### src/rtl/ffcmp_pkg.sv
`timescale 1ns/1ps
package ffcmp_pkg;
  typedef enum logic [1:0] {
    SEQ_IDLE = 2'd0,
    SEQ_RUN  = 2'd1,
    SEQ_DONE = 2'd2
  } seq_state_e;

  localparam int FLD_W  = 3;
  localparam int FLD_LT = 2;
  localparam int FLD_GT = 1;
  localparam int FLD_EQ = 0;

  typedef logic [FLD_W-1:0] cfield_t;
endpackage

### src/rtl/ffcmp_rstsync.sv
`timescale 1ns/1ps
module ffcmp_rstsync #(
  parameter int STAGES = 2
) (
  input  logic clk,
  input  logic rst_ni,
  output logic rst_no
);
  logic [STAGES-1:0] sync_q;

  always_ff @(posedge clk or negedge rst_ni) begin
    if (!rst_ni) sync_q <= '0;
    else         sync_q <= {sync_q[STAGES-2:0], 1'b1};
  end

  assign rst_no = sync_q[STAGES-1];
endmodule

### src/rtl/ffcmp_intrf.sv
`timescale 1ns/1ps
module ffcmp_intrf #(
  parameter int XLEN = 16,
  parameter int NREG = 16,
  localparam int AW  = $clog2(NREG)
) (
  input  logic            clk,
  input  logic            rst_n,
  input  logic            we,
  input  logic [AW-1:0]   waddr,
  input  logic [XLEN-1:0] wdata,
  input  logic [AW-1:0]   raddr,
  output logic [XLEN-1:0] rdata
);
  logic [XLEN-1:0] regs_q [NREG];

  for (genvar g = 0; g < NREG; g++) begin : g_reg
    logic en;
    assign en = we && (waddr == AW'(g));
    always_ff @(posedge clk or negedge rst_n) begin
      if (!rst_n)  regs_q[g] <= '0;
      else if (en) regs_q[g] <= wdata;
    end
  end

  assign rdata = regs_q[raddr];
endmodule

### src/rtl/ffcmp_cfarr.sv
`timescale 1ns/1ps
module ffcmp_cfarr
  import ffcmp_pkg::*;
#(
  parameter int NCF = 16,
  localparam int AW = $clog2(NCF)
) (
  input  logic          clk,
  input  logic          rst_n,
  input  logic          we,
  input  logic [AW-1:0] waddr,
  input  cfield_t       wdata,
  input  logic [AW-1:0] raddr,
  output cfield_t       rdata
);
  cfield_t fld_q [NCF];

  for (genvar g = 0; g < NCF; g++) begin : g_fld
    logic en;
    assign en = we && (waddr == AW'(g));
    always_ff @(posedge clk or negedge rst_n) begin
      if (!rst_n)  fld_q[g] <= '0;
      else if (en) fld_q[g] <= wdata;
    end
  end

  assign rdata = fld_q[raddr];
endmodule

### src/rtl/ffcmp_cmp.sv
`timescale 1ns/1ps
module ffcmp_cmp
  import ffcmp_pkg::*;
#(
  parameter int XLEN = 16
) (
  input  logic [XLEN-1:0] src,
  input  logic [XLEN-1:0] imm,
  input  logic [1:0]      tsel,
  input  logic            tinv,
  output cfield_t         field,
  output logic            fail
);
  logic tbit;

  always_comb begin
    field         = '0;
    field[FLD_LT] = $signed(src) <  $signed(imm);
    field[FLD_GT] = $signed(src) >  $signed(imm);
    field[FLD_EQ] = src == imm;
  end

  always_comb begin
    unique case (tsel)
      2'd0:    tbit = field[0];
      2'd1:    tbit = field[1];
      2'd2:    tbit = field[2];
      default: tbit = 1'b0;
    endcase
  end

  assign fail = tbit ^ tinv;
endmodule

### src/rtl/vcmp_failfirst.sv
`timescale 1ns/1ps
module vcmp_failfirst
  import ffcmp_pkg::*;
#(
  parameter int XLEN  = 16,
  parameter int NREG  = 16,
  parameter int NCF   = 16,
  parameter int MAXVL = 16,
  localparam int RAW  = $clog2(NREG),
  localparam int CAW  = $clog2(NCF),
  localparam int VLW  = $clog2(MAXVL + 1)
) (
  input  logic            clk,
  input  logic            rst_n,
  input  logic            rf_we,
  input  logic [RAW-1:0]  rf_waddr,
  input  logic [XLEN-1:0] rf_wdata,
  input  logic            start,
  input  logic [RAW-1:0]  ra,
  input  logic [CAW-1:0]  ba,
  input  logic [XLEN-1:0] simm,
  input  logic [VLW-1:0]  vl_in,
  input  logic            src_vec,
  input  logic            dst_vec,
  input  logic            ff_en,
  input  logic            ff_excl,
  input  logic [1:0]      tsel,
  input  logic            tinv,
  output logic            busy,
  output logic            cf_we,
  output logic [CAW-1:0]  cf_addr,
  output logic [2:0]      cf_data,
  input  logic [CAW-1:0]  cf_raddr,
  output logic [2:0]      cf_rdata,
  output logic            done,
  output logic [VLW-1:0]  vl_out
);
  logic rst_sn;

  ffcmp_rstsync #(.STAGES(2)) u_rst (
    .clk    (clk),
    .rst_ni (rst_n),
    .rst_no (rst_sn)
  );

  // captured operation
  logic [RAW-1:0]  op_ra_q;
  logic [CAW-1:0]  op_ba_q;
  logic [XLEN-1:0] op_imm_q;
  logic [VLW-1:0]  op_vl_q;
  logic            op_sv_q, op_dv_q, op_ff_q, op_ex_q, op_ti_q;
  logic [1:0]      op_ts_q;

  // sequencing state
  seq_state_e     st_q, st_d;
  logic [VLW-1:0] idx_q, idx_d;
  logic [RAW-1:0] soff_q, soff_d;
  logic [CAW-1:0] doff_q, doff_d;
  logic [VLW-1:0] res_q, res_d;

  logic            accept;
  logic [RAW-1:0]  src_addr;
  logic [XLEN-1:0] src_val;
  cfield_t         fld;
  logic            elem_fail;
  logic            stop_now;
  logic            last_elem;
  logic            commit;

  assign accept   = start && (st_q == SEQ_IDLE);
  assign src_addr = op_ra_q + soff_q;

  ffcmp_intrf #(.XLEN(XLEN), .NREG(NREG)) u_rf (
    .clk   (clk),
    .rst_n (rst_sn),
    .we    (rf_we),
    .waddr (rf_waddr),
    .wdata (rf_wdata),
    .raddr (src_addr),
    .rdata (src_val)
  );

  ffcmp_cmp #(.XLEN(XLEN)) u_cmp (
    .src   (src_val),
    .imm   (op_imm_q),
    .tsel  (op_ts_q),
    .tinv  (op_ti_q),
    .field (fld),
    .fail  (elem_fail)
  );

  // capture registers, enabled on accept
  always_ff @(posedge clk or negedge rst_sn) begin
    if (!rst_sn) begin
      op_ra_q  <= '0;
      op_ba_q  <= '0;
      op_imm_q <= '0;
      op_vl_q  <= '0;
      op_sv_q  <= 1'b0;
      op_dv_q  <= 1'b0;
      op_ff_q  <= 1'b0;
      op_ex_q  <= 1'b0;
      op_ts_q  <= '0;
      op_ti_q  <= 1'b0;
    end else if (accept) begin
      op_ra_q  <= ra;
      op_ba_q  <= ba;
      op_imm_q <= simm;
      op_vl_q  <= vl_in;
      op_sv_q  <= src_vec;
      op_dv_q  <= dst_vec;
      op_ff_q  <= ff_en;
      op_ex_q  <= ff_excl;
      op_ts_q  <= tsel;
      op_ti_q  <= tinv;
    end
  end

  assign last_elem = (idx_q == op_vl_q - VLW'(1));
  assign stop_now  = op_ff_q && elem_fail;

  // next state
  always_comb begin
    st_d   = st_q;
    idx_d  = idx_q;
    soff_d = soff_q;
    doff_d = doff_q;
    res_d  = res_q;
    commit = 1'b0;
    unique case (st_q)
      SEQ_IDLE: begin
        if (start) begin
          idx_d  = '0;
          soff_d = '0;
          doff_d = '0;
          if (vl_in == '0) begin
            res_d = '0;
            st_d  = SEQ_DONE;
          end else begin
            st_d  = SEQ_RUN;
          end
        end
      end
      SEQ_RUN: begin
        commit = !(stop_now && op_ex_q);
        if (stop_now) begin
          res_d = op_ex_q ? idx_q : idx_q + VLW'(1);
          st_d  = SEQ_DONE;
        end else if (last_elem) begin
          res_d = op_vl_q;
          st_d  = SEQ_DONE;
        end else begin
          idx_d  = idx_q + VLW'(1);
          soff_d = soff_q + RAW'(op_sv_q);
          doff_d = doff_q + CAW'(op_dv_q);
        end
      end
      SEQ_DONE: st_d = SEQ_IDLE;
      default:  st_d = SEQ_IDLE;
    endcase
  end

  // state registers
  always_ff @(posedge clk or negedge rst_sn) begin
    if (!rst_sn) begin
      st_q   <= SEQ_IDLE;
      idx_q  <= '0;
      soff_q <= '0;
      doff_q <= '0;
      res_q  <= '0;
    end else begin
      st_q   <= st_d;
      idx_q  <= idx_d;
      soff_q <= soff_d;
      doff_q <= doff_d;
      res_q  <= res_d;
    end
  end

  ffcmp_cfarr #(.NCF(NCF)) u_cf (
    .clk   (clk),
    .rst_n (rst_sn),
    .we    (commit),
    .waddr (cf_addr),
    .wdata (fld),
    .raddr (cf_raddr),
    .rdata (cf_rdata)
  );

  assign cf_we   = commit;
  assign cf_addr = op_ba_q + doff_q;
  assign cf_data = fld;
  assign busy    = (st_q != SEQ_IDLE);
  assign done    = (st_q == SEQ_DONE);
  assign vl_out  = res_q;
endmodule

### config.mk
export PLATFORM = sky130hd
export DESIGN_NAME = vcmp_failfirst
export DESIGN_NICKNAME = d
export VERILOG_FILES = /design/src/rtl/ffcmp_pkg.sv /design/src/rtl/ffcmp_rstsync.sv /design/src/rtl/ffcmp_intrf.sv /design/src/rtl/ffcmp_cfarr.sv /design/src/rtl/ffcmp_cmp.sv /design/src/rtl/vcmp_failfirst.sv
export SDC_FILE = /design/constraint.sdc
export NUM_CORES = 1
export LEC_CHECK = 0
export ABC_CLOCK_PERIOD_IN_PS = 27500
export BUFFER_PORTS_ARGS = -buffer_cell sky130_fd_sc_hd__buf_2
export CORE_ASPECT_RATIO = 0.8
export CORE_MARGIN = 5
export CORE_UTILIZATION = 45
export CTS_BUF_LIST = sky130_fd_sc_hd__clkbuf_4 sky130_fd_sc_hd__clkbuf_8
export DETAILED_ROUTE_END_ITERATION = 10
export PLACE_DENSITY = 0.57
export SLEW_MARGIN = 20
export SYNTH_ARGS = -nofsm -noshare
export SYNTH_HDL_FRONTEND = slang
export SYNTH_HIERARCHICAL = 1
export SYNTH_SLANG_ARGS = --single-unit
### constraint.sdc
create_clock -name clk -period 27.5 [get_ports clk]
set_input_delay 0 -clock clk [delete_from_list [all_inputs] [get_ports clk]]
set_output_delay 0 -clock clk [all_outputs]
set_load 0.05 [all_outputs]
==> metrics.md, run 1 <==
| Metric | Value |
|---|---|
| First-pass GRT wire length | `66500 um` |
| Initial antenna violation count | `2` |
| Async S/R FF share, synth | `100%` |
| Cells after Synth | `1240` |
| Hold_buf cts | `62` |
| R2r setup slk | `20870 ps` |
| Internal Dissipation | `1.44 mW` |
| Clock Pin Slew Worst Setup and Hold Paths | `60 ps` |
| Cell Area, Synth | `0.0173 mm2` |
| Initial core utilization | `45.5%` |
| FILL cells | `3255` |
| Crit Path Max Fanout | `40` |
| Placed cell areas | `0.0182 mm2` |
| Row count | `64` |
| PortBufs | `81` |
| Total CTS buffers | `60` |
| Post-Synth XOR/XNOR Area | `0.982%` |
| Comb power frac | `46.0%` |
| Via count | `10600` |
| Finish-stage setup viols | `0` |
| Switch share | `38.6%` |
| Yosys warnings | `6` |
| Drt first-iter violations | `639` |
| Post-CTS Resized | `0` |
| Worst Setup Slack, final | `20870 ps` |
| Max_cap viols | `0` |
| Worst Path Required | `27990 ps` |
| Core Region | `0.0381 mm2` |
| GR Overflow Total | `0` |
| Worst-Margin Slew | `1040 ps` |
| Post-synthesis mux area share | `30.5%` |
| Clock Skew | `17.0 ps` |
| Die width | `229 um` |
| Worst Hold Class | `primary input to flop` |
| Routability cong. | `0.763` |
| Syn Nets | `1334` |
| Proportion of layout cells with a drive suffix above 1 | `42.7%` |
| Period utilisation layout | `24.1%` |
| Worst vdd ir | `102 uV` |
| CP Capture Type | `flop` |
| Synth Area in Compound Gates | `3.80%` |
| Max Slew Vio Count | `0` |
| P&R area growth vs syn | `16.0%` |
| Avg Synthesized Cell Area | `14.0 um2` |
| Crit Path Class | `flop to flop` |
| Max incr delay on CP | `850 ps` |
| Pre-CTS setup slack | `20850 ps` |
| Die footprint | `0.0426 mm2` |
| Post-layout minimum cycle time | `6630 ps` |
| Clock latency on the worst-skew pair | `610 ps` |
| Final instance area | `0.0201 mm2` |
| Vias per cell | `5.49` |
| Distinct cells, synth | `66` |
| Post-DR wirelength/cell | `21.7 um` |
| Post-route insts no fill | `1937` |
| Hold Vio Cnt, Final | `0` |
| Vias in the first global route | `11200` |
| Relative slew slack | `30.9%` |
| PwrDens | `117 mW/mm2` |
| Post-route setup TNS | `0 ps` |
| I/O pin total | `82` |
| RSZ-0062 raised after global routing | `no` |
| Status | `completed` |
| Fmax | `0.151 GHz` |
| Die height | `186 um` |
| ANT nets after route | `0` |
| Adder-cell area share of the yosys netlist | `2.25%` |
| H-tree Lvls | `2` |
| Drt drc | `0` |
| Cells along the critical path | `ha_4, buf_4, mux4_2, a22oi_1, nand2_1, ha_1, a21oi_1, o22ai_1, or4b_4, o32ai_4, buf_4, mux2i_1, nand4_1, a31oi_1, nand3b_1, or3_4, mux2_4` |
| Hold Worst Slack | `109 ps` |
| Post-synth EDFFs | `0` |
| Worst EP arrival | `7120 ps` |
| Crit path top cell by count | `buf_4` |
| Largest net degree at the start of global routing | `174` |
| Clock Tree Root | `clkbuf_8` |
| CTS tree | `done` |
| Ys flop type | `dfrtp_1` |
| Post-CTS Setup Inserts | `0` |
| Flops & latches, synth | `362` |
| Largest family of logic cells by synthesized area | `multiplexers` |
| Fin nets | `1488` |
| Total GRT Usage | `20.0%` |
| CTS sink count | `362` |
| Clk pwr share | `21.5%` |
| Worst Setup Start Kind | `flop` |
| CP max-delay cell | `ha_4` |
| Post-DP HPWL | `24700 um` |
| CTS Buffer Depth | `3` |
| Psw | `0.904 mW` |
| WL final | `42000 um` |
| Leakage | `9.15 nW` |
| Simple logic cell fraction of the synthesized area | `7.09%` |
| TritonRoute pass-1 iters | `4` |
| Seq/Total Area, Yosys | `52.3%` |
| Sequential fraction of design power | `32.5%` |
| Placed insts | `1765` |
-- cell usage after synthesis, drive strengths merged, types with 8 or more instances --
master | count | area (um2)
a21oi | 16 | 83.8
a22oi | 35 | 263
buf | 39 | 274
clkbuf | 37 | 140
dfrtp | 362 | 9060
ha | 28 | 350
inv | 31 | 116
mux2 | 304 | 3520
mux4 | 76 | 1730
nand2 | 144 | 546
nand2b | 8 | 50.1
nand3 | 15 | 75.1
nor2 | 35 | 154
nor2b | 8 | 50.1
o21ai | 19 | 95.1
or3 | 9 | 66.3
xnor2 | 8 | 85.1
-- placed cells by master, fill, tap and decap left out, types with 4 or more instances in the layout --
cell type	n
a21oi_1	15
inv_1	29
buf_2	81
o21ai_1	11
xnor2_1	6
dfrtp_1	361
nor2_1	25
and2_1	4
a22oi_1	35
clkinv_2	6
ha_1	27
nor2b_1	7
nor2_2	9
nand2b_1	8
mux4_1	6
clkbuf_8	81
mux2_4	26
mux2_1	12
mux4_2	70
xor2_1	7
o2bb2ai_1	5
nand2_1	142
clkbuf_4	20
nand3_1	15
o21ai_0	8
mux2i_1	4
dlygate4sd3_1	62
buf_4	23
mux2_2	266
or3_1	7
-- flip-flops by register name, indices dropped and copies added, names as in the netlist, 5 cells and up --
register     cells
op_imm_q        16
vl_out           5
op_vl_q          5
idx_q            5
u_rf/regs_q    256
u_cf/fld_q      48
-- metal layers --
layer | vias to the layer above | track usage (%) | wire [um]
li1 | 4820 | - | -
met1 | 5551 | 29.1 | 19900
met2 | 191 | 31.8 | 19700
met3 | 65 | 3.39 | 1590
met4 | 2 | 5.03 | 820
met5 | - | 0 | 13
-- final timing paths --
path	startpoint	to	depth (start not counted)
max	soff_q[0]	u_cf/fld_q[33]	17
min	rf_waddr[3]	u_rf/regs_q[100]	4
max reg2reg	soff_q[0]	u_cf/fld_q[33]	17
min reg2reg	u_rst/sync_q[0]	u_rst/sync_q[1]	0
max in group asynchronous	u_rst/sync_q[1]	u_rf/regs_q[122]	2
min in group asynchronous	rst_n	u_rst/sync_q[1]	3
-- layout make-up --
| cell class | count | area, um2 | area share [%] |
|---|---|---|---|
| clock buffers | 101 | 1260 | 6.29 |
| flip-flops and latches | 362 | 9060 | 45.1 |
| inverters | 31 | 116 | 0.579 |
| multi-input cells | 771 | 7770 | 38.6 |
| well taps | 495 | 619 | 3.08 |
| diodes | 1 | 2.50 | 0.0124 |
| clock inverters | 8 | 45.0 | 0.224 |
| repair buffers | 168 | 1230 | 6.12 |
-- logic make-up (layout without fill, tap and decap cells) --
group                      after synthesis  in the layout
muxes                                  384            384
adders and majority gates               30             30
xor gates and xnor gates                16             16
DFF                                    362            362
other                                    1              2
AOI/OAI and AO/OA                       91             91
and+or+nand+nor                        249            249
buffers and inverters                  107            308
-- worst max-delay path, delay by kind of cell, from the launching register on --
kind | cells | cell delay (ps)
AO/OA/AOI/OAI | 5 | 1250
AND/OR/NAND/NOR | 5 | 1600
buffers and inverters | 2 | 880
multiplexers | 3 | 1090
flip-flops | 1 | 420
adder cells (fa/ha/maj) | 2 | 1200
-- power groups by stage --
stage,sequential (mW),combinational [mW],clock (mW)
floorplan,0.753,0.807,0
global placement,0.766,1.06,0
detailed placement,0.768,1.08,0
CTS,0.760,1.09,0.522
global route,0.779,1.17,0.548
finish,0.762,1.08,0.505
-- stage by stage --
stage / power [mW] / utilization (%)
6_report: 2.34 / 52.8
5_1_grt: 2.50 / 52.8
4_1_cts: 2.37 / 52.7
3_5_place_dp: 1.84 / 47.7
3_3_place_gp: 1.83 / 47.7
2_1_floorplan: 1.56 / -
Power figures use the tool's default switching activity.
==> run 2, diff against run 1 <==
--- a/config.mk
+++ b/config.mk
@@ -5,14 +5,15 @@
 export SDC_FILE = /design/constraint.sdc
 export NUM_CORES = 1
 export LEC_CHECK = 0
-export ABC_CLOCK_PERIOD_IN_PS = 27500
+export ABC_AREA = 1
+export ABC_CLOCK_PERIOD_IN_PS = 6000
 export BUFFER_PORTS_ARGS = -buffer_cell sky130_fd_sc_hd__buf_2
 export CORE_ASPECT_RATIO = 0.8
 export CORE_MARGIN = 5
 export CORE_UTILIZATION = 45
 export CTS_BUF_LIST = sky130_fd_sc_hd__clkbuf_4 sky130_fd_sc_hd__clkbuf_8
 export DETAILED_ROUTE_END_ITERATION = 10
-export PLACE_DENSITY = 0.57
+export PLACE_DENSITY = 0.6
 export SLEW_MARGIN = 20
 export SYNTH_ARGS = -nofsm -noshare
 export SYNTH_HDL_FRONTEND = slang
==> constraint.sdc (replaced) <==
create_clock -name clk -period 6 [get_ports clk]
set_input_delay 0 -clock clk [delete_from_list [all_inputs] [get_ports clk]]
set_output_delay 0 -clock clk [all_outputs]
set_load 0.05 [all_outputs]
==> run 2 against run 1 <==
Against the previous run:
- sequential share of layout area shrank 1.9 points
- routed wire length grew 18%
- highest routed layer is now met4
- critical endpoint is now cf_we
- sequential power grew to 4.5 times the previous value
- die area grew 5.4%
- clock-buffer cell count shrank 8
- critical path type is now flop to output port
- first-iteration DRC count grew 140%
- flip-flop and latch count is the same
- utilization shrank 0.83 points
==> metrics.md, run 2 <==
| Metric | Value |
|---|---|
| Status | `completed` |
| Worst Path Required | `6000 ps` |
| PortBufs | `81` |
| CTS tree | `done` |
| Clock latency on the worst-skew pair | `620 ps` |
| Crit Path Max Fanout | `64` |
| Finish-stage setup viols | `0` |
| CP Capture Type | `output port` |
| ANT nets after route | `0` |
| Flops & latches, synth | `362` |
| Post-DP HPWL | `30300 um` |
| Clock Skew | `20.6 ps` |
| Post-CTS Resized | `0` |
| P&R area growth vs syn | `14.7%` |
| Proportion of layout cells with a drive suffix above 1 | `11.2%` |
| Post-Synth XOR/XNOR Area | `0.573%` |
| Drt drc | `0` |
| Routability cong. | `0.837` |
| Post-DR wirelength/cell | `16.1 um` |
| Most common cell after layout, fill and taps aside | `nand2_1` |
| Period utilisation layout | `89.7%` |
| Hold Path Stages | `7` |
| Largest net degree at the start of global routing | `187` |
| Worst-Margin Slew | `1060 ps` |
| Commonest cells in the netlist | `793 x nand2_1, 362 x dfrtp_1, 349 x inv_1, 281 x nand3_1, 280 x o21ai_0` |
| Synth Area in Compound Gates | `9.06%` |
| Synth top area cells | `dfrtp_1 49%, nand2_1 16%, nand3_1 7.7%, o21ai_0 7.6%, inv_1 7.1%` |
| Worst r2r path cells | `29` |
| Placed insts | `2926` |
| Max_cap viols | `0` |
| Core Region | `0.0405 mm2` |
| Reg2reg end | `u_cf/fld_q[29]` |
| Die height | `191 um` |
| Post-synthesis mux area share | `1.72%` |
| Simple logic cell fraction of the synthesized area | `26.8%` |
| Initial antenna violation count | `0` |
| Avg Synthesized Cell Area | `7.62 um2` |
| Die width | `236 um` |
| Crit Path Class | `flop to output port` |
| Worst vdd ir | `469 uV` |
| R2r setup slk | `710 ps` |
| TritonRoute pass-1 iters | `6` |
| Worst Setup Slack, final | `617 ps` |
| Most frequent cells in the layout | `791 x nand2_1, 361 x dfrtp_1, 347 x inv_1, 280 x nand3_1, 280 x o21ai_0` |
| Post-route insts no fill | `3087` |
| HP Start | `rf_waddr[2]` |
| Die footprint | `0.0449 mm2` |
| Seq/Total Area, Yosys | `49.4%` |
| Relative slew slack | `28.8%` |
| R2r startpoint | `soff_q[0]` |
| Max reg flops | `256` |
| Worst Hold Class | `primary input to flop` |
| Initial core utilization | `45.3%` |
| Pre-CTS setup slack | `783 ps` |
| Fmax | `0.186 GHz` |
| Yosys top cell by area | `dfrtp_1` |
| WHS Endpoint | `u_rf/regs_q[79]` |
| Total GRT Usage | `21.8%` |
| Clock Tree Root | `clkbuf_8` |
| CTS Buffer Depth | `3` |
| Vias per cell | `5.08` |
| GR Overflow Total | `0` |
| WL final | `49600 um` |
| Hold Vio Cnt, Final | `0` |
| Worst Setup Start Kind | `flop` |
| Post-synth top area share | `49.4%` |
| Most common cell in the netlist | `nand2_1` |
| RSZ-0062 raised after global routing | `no` |
| PwrDens | `580 mW/mm2` |
| Worst EP arrival | `5380 ps` |
| Leakage | `10.8 nW` |
| Top reg by flops | `u_rf/regs_q` |
| Cells after Synth | `2407` |
| I/O pin total | `82` |
| Row count | `66` |
| Drt first-iter violations | `1530` |
| Post-synth EDFFs | `0` |
| H-tree Lvls | `2` |
| Vias in the first global route | `14600` |
| Clock Pin Slew Worst Setup and Hold Paths | `60 ps` |
| ANT cells | `0` |
| Largest regs | `u_rf/regs_q: 256 flops, u_cf/fld_q: 48 flops, op_imm_q: 16 flops` |
| Post-layout minimum cycle time | `5380 ps` |
| Total CTS buffers | `60` |
| Async S/R FF share, synth | `100%` |
| Largest family of logic cells by synthesized area | `simple AND/OR/NAND/NOR gates` |
| CTS sink count | `362` |
| Post-route setup TNS | `0 ps` |
| Syn Nets | `2501` |
| Fin nets | `2603` |
| First-pass GRT wire length | `79700 um` |
| Cell Area, Synth | `0.0183 mm2` |
| Via count | `15700` |
| Distinct cells, synth | `37` |
| Max Slew Vio Count | `0` |
| Ys flop type | `dfrtp_1` |
| Yosys warnings | `6` |
| Adder-cell area share of the yosys netlist | `2.13%` |
## run 2: cell count changes after synthesis, moves of 26 or more
cell,before,now
a22oi_1,35,0
clkbuf_1,36,89
inv_1,30,349
mux2_2,266,28
mux2_4,26,0
mux4_2,70,0
nand2_1,142,793
nand3_1,15,281
o21ai_0,8,280
## run 2: where the power goes
group          internal (mW)  total (mW)  switching, mW
clock network           1.18        2.15          0.966
registers               3.07        3.41          0.344
logic                   1.99        6.63           4.64
total                   6.24        12.2           5.95
## run 2: worst max-delay path by stage
stage,startpoint,endpoint,slack (ps),depth (start not counted)
2_1_floorplan,u_rst/sync_q[1],doff_q[0],90,0
3_5_place_dp,soff_q[0],u_cf/fld_q[29],780,29
5_1_grt,soff_q[0],cf_we,230,25
6_report,soff_q[0],cf_we,620,25
3_3_place_gp,soff_q[0],u_cf/fld_q[35],950,28
4_1_cts,soff_q[0],cf_we,610,25
## run 2: cell type report
| cell class | count | area [um2] |
|---|---|---|
| well taps | 544 | 681 |
| flip-flops and latches | 362 | 9060 |
| inverters | 358 | 1350 |
| fillers | 3870 | 19400 |
| multi-input cells | 1556 | 7440 |
| clock buffers | 93 | 1140 |
| repair buffers | 171 | 1330 |
| clock inverters | 3 | 15.0 |
## run 2: critical path: stages (launching register included)
cell and delay (ps):
dfrtp_1 430, ha_4 180, inv_1 60, fa_1 410
inv_2 70, buf_4 650, nand3_1 150, nand3_1 120
nand3_1 90, nand2_1 170, ha_1 280, a21o_1 180
nor2_1 150, nand2_1 90, nand2_2 90, nand3_2 100
nand2_1 200, nand2_1 70, nand4_1 80, nand2_1 70
nand2_1 100, inv_2 100, nand2_1 180, nand2_1 130
inv_1 250, buf_2 330
## run 2: what timing repair did
item	in CTS	in global routing
hold buffers	58	4
buffers inserted	0	0
endpoints found under the hold margin	283	6
## run 2: logic make-up after synthesis
logic type | count (synthesis)
other cells | 1
compound gates | 329
fa+ha+maj | 30
xor+xnor | 12
buf+inv | 489
flops | 362
simple gates | 1156
mux | 28
## run 2: layer usage
layer  up-vias  part of all wire [%]  GRT usage [%]  wire length (um)
li1       7699                     -              -                 -
met1      7443                    48           32.8             23800
met2       488                    43           33.1             21600
met3        67                   6.8           3.74              3360
met4         0                   1.9           5.42               952
met5         -                     0              0                 0
## run 2: per-stage QoR
stage               util, %  cell area, um2  hold slack [ps]  power (mW)
CTS                    51.7           20900             28.8        12.3
floorplan                 -           18300             -296        8.07
global route           51.9           21000              124        13.2
detailed placement     47.4           19200             -213        10.0
finish                 51.9           21000              117        12.2
global placement       47.4           19200             -213        9.91
==> run 3, diff against run 2 <==
--- a/config.mk
+++ b/config.mk
@@ -5,8 +5,8 @@
 export SDC_FILE = /design/constraint.sdc
 export NUM_CORES = 1
 export LEC_CHECK = 0
-export ABC_AREA = 1
-export ABC_CLOCK_PERIOD_IN_PS = 6000
+export ABC_AREA = 0
+export ABC_CLOCK_PERIOD_IN_PS = 4500
 export BUFFER_PORTS_ARGS = -buffer_cell sky130_fd_sc_hd__buf_2
 export CORE_ASPECT_RATIO = 0.8
 export CORE_MARGIN = 5
==> constraint.sdc (replaced) <==
create_clock -name clk -period 4.5 [get_ports clk]
set_input_delay 0 -clock clk [delete_from_list [all_inputs] [get_ports clk]]
set_output_delay 0 -clock clk [all_outputs]
set_load 0.05 [all_outputs]
==> run 3 against run 2 <==
Against the previous run:
- the flow now finishes with violations (setup timing)
- cell count fell by 35%
- hold slack lost 29 ps
- critical endpoint is now soff_q[3]
- highest routed layer unchanged
- clock skew increased by 14 ps
- sequential share of layout area is 1.4 points lower
- first-iteration DRC count fell by 53%
- critical path depth shrank 1
- via count is 30% lower
- flip-flop and latch count stayed put
- register-to-register slack got worse by 1400 ps
- routed wire length is 9.6% lower
- die area decreased by 5.2%
- clock-buffer cell count is 3 higher
==> metrics.md, run 3 (same netlist as run 1, synthesis figures left out) <==
| Metric | Value |
|---|---|
| Met3 Resource Use GR | `3.66%` |
| Post-DR wirelength/cell | `22.4 um` |
| Proportion of layout cells with a drive suffix above 1 | `51.0%` |
| Clock Skew | `34.6 ps` |
| Finish-stage setup viols | `71` |
| Row count | `64` |
| Clock latency on the worst-skew pair | `630 ps` |
| CP Capture Type | `flop` |
| CTS Buffer Depth | `3` |
| Die footprint | `0.0426 mm2` |
| WL final | `44900 um` |
| M2 GR Usage | `33.9%` |
| Leakage | `9.76 nW` |
| Most common cell after layout, fill and taps aside | `dfrtp_1` |
| Worst Path Required | `5040 ps` |
| Max incr delay on CP | `550 ps` |
| Relative slew slack | `36.9%` |
| Post-DP HPWL | `27200 um` |
| Violated checks | `setup timing` |
| Worst-Margin Slew | `944 ps` |
| Core Region | `0.0381 mm2` |
| Final Util | `56.9%` |
| PortBufs | `81` |
| Met1 Usage GRT | `31.4%` |
| Multi-input gate area | `0.00850 mm2` |
| Worst Hold Class | `primary input to flop` |
| Vias per cell | `5.52` |
| RSZ-0062 raised after global routing | `yes` |
| Post-route setup TNS | `-41270 ps` |
| Cells along the critical path | `ha_4, inv_2, fa_1, clkinv_4, buf_12, buf_16, mux4_2, a22oi_2, nand2_2, ha_4, nand4_4, buf_6, nor4_4, a21boi_4, o32ai_4, buf_4, nand3_2, nand4_1, buf_4, a311oi_2, buf_4, o31ai_4, or3_4, a21oi_2` |
| Fmax | `0.192 GHz` |
| Fin nets | `1559` |
| TritonRoute pass-1 iters | `5` |
| Largest net degree at the start of global routing | `107` |
| Max Slew Vio Count | `0` |
| Top reg by flops | `u_rf/regs_q` |
| P&R area growth vs syn | `25.2%` |
| Clock Pin Slew Worst Setup and Hold Paths | `60 ps` |
| Crit Path Max Fanout | `6` |
| I/O pin total | `82` |
| Via count | `11100` |
| Worst Setup Start Kind | `flop` |
| H-tree Lvls | `2` |
| Initial antenna violation count | `0` |
| Max_cap viols | `0` |
| Die height | `186 um` |
| Crit path top cell by count | `buf_4` |
| ANT nets after route | `0` |
| Status | `finished with violations` |
| Worst EP arrival | `5750 ps` |
| Vias in the first global route | `11900` |
| Most used routing layer | `met2` |
| Initial core utilization | `45.5%` |
| CTS tree | `done` |
| Hold Worst Slack | `88.4 ps` |
| Largest regs | `u_rf/regs_q: 256 flops, u_cf/fld_q: 48 flops, op_imm_q: 16 flops` |
| Worst Setup Slack, final | `-708 ps` |
| Post-layout minimum cycle time | `5210 ps` |
| Most frequent cells in the layout | `361 x dfrtp_1, 240 x mux2_2, 128 x nand2_1, 77 x buf_2, 75 x clkbuf_8` |
| First-pass GRT wire length | `70800 um` |
| Largest delay share family, worst path | `buffers and inverters` |
| Worst vdd ir | `488 uV` |
| Max reg flops | `256` |
| GR Overflow Total | `0` |
| CTS sink count | `362` |
| Hold Vio Cnt, Final | `0` |
| Storage cell area | `0.00906 mm2` |
| Drt first-iter violations | `716` |
| Period utilisation layout | `116%` |
| Clock Tree Root | `clkbuf_8` |
| Drt drc | `0` |
| Crit Path Class | `flop to flop` |
| FILL cells | `3046` |
| CP max-delay cell | `fa_1` |
| ANT cells | `0` |
| Die width | `229 um` |
| Routability cong. | `0.787` |
| Bufs and invs on worst path | `8` |
| PwrDens | `811 mW/mm2` |
| Total CTS buffers | `59` |
| Total GRT Usage | `21.3%` |
run 3: stage by stage:
| stage | setup WS [ps] | cells | instance area [um2] | total power [mW] |
|---|---|---|---|---|
| after floorplan | -1090 | 1240 | 17500 | 9.83 |
| after global placement | -608 | 1810 | 18800 | 12.2 |
| after detailed placement | -764 | 1810 | 18800 | 12.3 |
| after CTS | -614 | 1997 | 21400 | 17.1 |
| after global routing | -956 | 2003 | 21700 | 18.6 |
| final | -708 | 2003 | 21700 | 17.6 |
run 3: worst paths after layout:
check                                      from               end  slack (ps)  cells past startpoint
worst min register to register  u_rst/sync_q[1]        op_ra_q[2]         320                      0
worst max register to register        soff_q[0]         soff_q[3]        -710                     24
max in group asynchronous       u_rst/sync_q[1]    u_cf/fld_q[15]        3190                      1
worst min-delay path                rf_waddr[1]  u_rf/regs_q[178]          90                      3
min in group asynchronous                 rst_n   u_rst/sync_q[1]         240                      3
worst max-delay path                  soff_q[0]         soff_q[3]        -710                     24
run 3: layout make-up:
class	instances	area share (%)
sequential	362	41.8
multi-input combinational	772	39.2
timing repair buffer	239	9.82
clock buffer	96	5.48
tap	495	2.85
inverter	31	0.559
clock inverter	8	0.329
run 3: worst min-delay path: stages:
cell    delay (ps)
buf_2          150
or3_1          320
mux2_2         210
run 3: where the power goes:
group / total [mW] / internal [mW] / switching, mW
Combinational: 9.86 / 5.08 / 4.79
Sequential: 4.68 / 4.12 / 0.562
Clock: 3.04 / 1.72 / 1.33
run 3: what timing repair did:
item                                   in CTS  in global routing
endpoints found under the hold margin     301                  0
setup buffers                              13                  7
pin swaps                                  33                 19
resized for setup                          93                 66
setup endpoints to repair                  72                 72
hold buffers                               65                  0
gates cloned                                5                  0
run 3: routing by layer:
metal	vias to the layer above	routed length (um)	part of all wire, %
li1	4949	-	-
met1	5855	21300	47
met2	201	21200	47
met3	53	1830	4.1
met4	0	612	1.4
met5	-	0	0
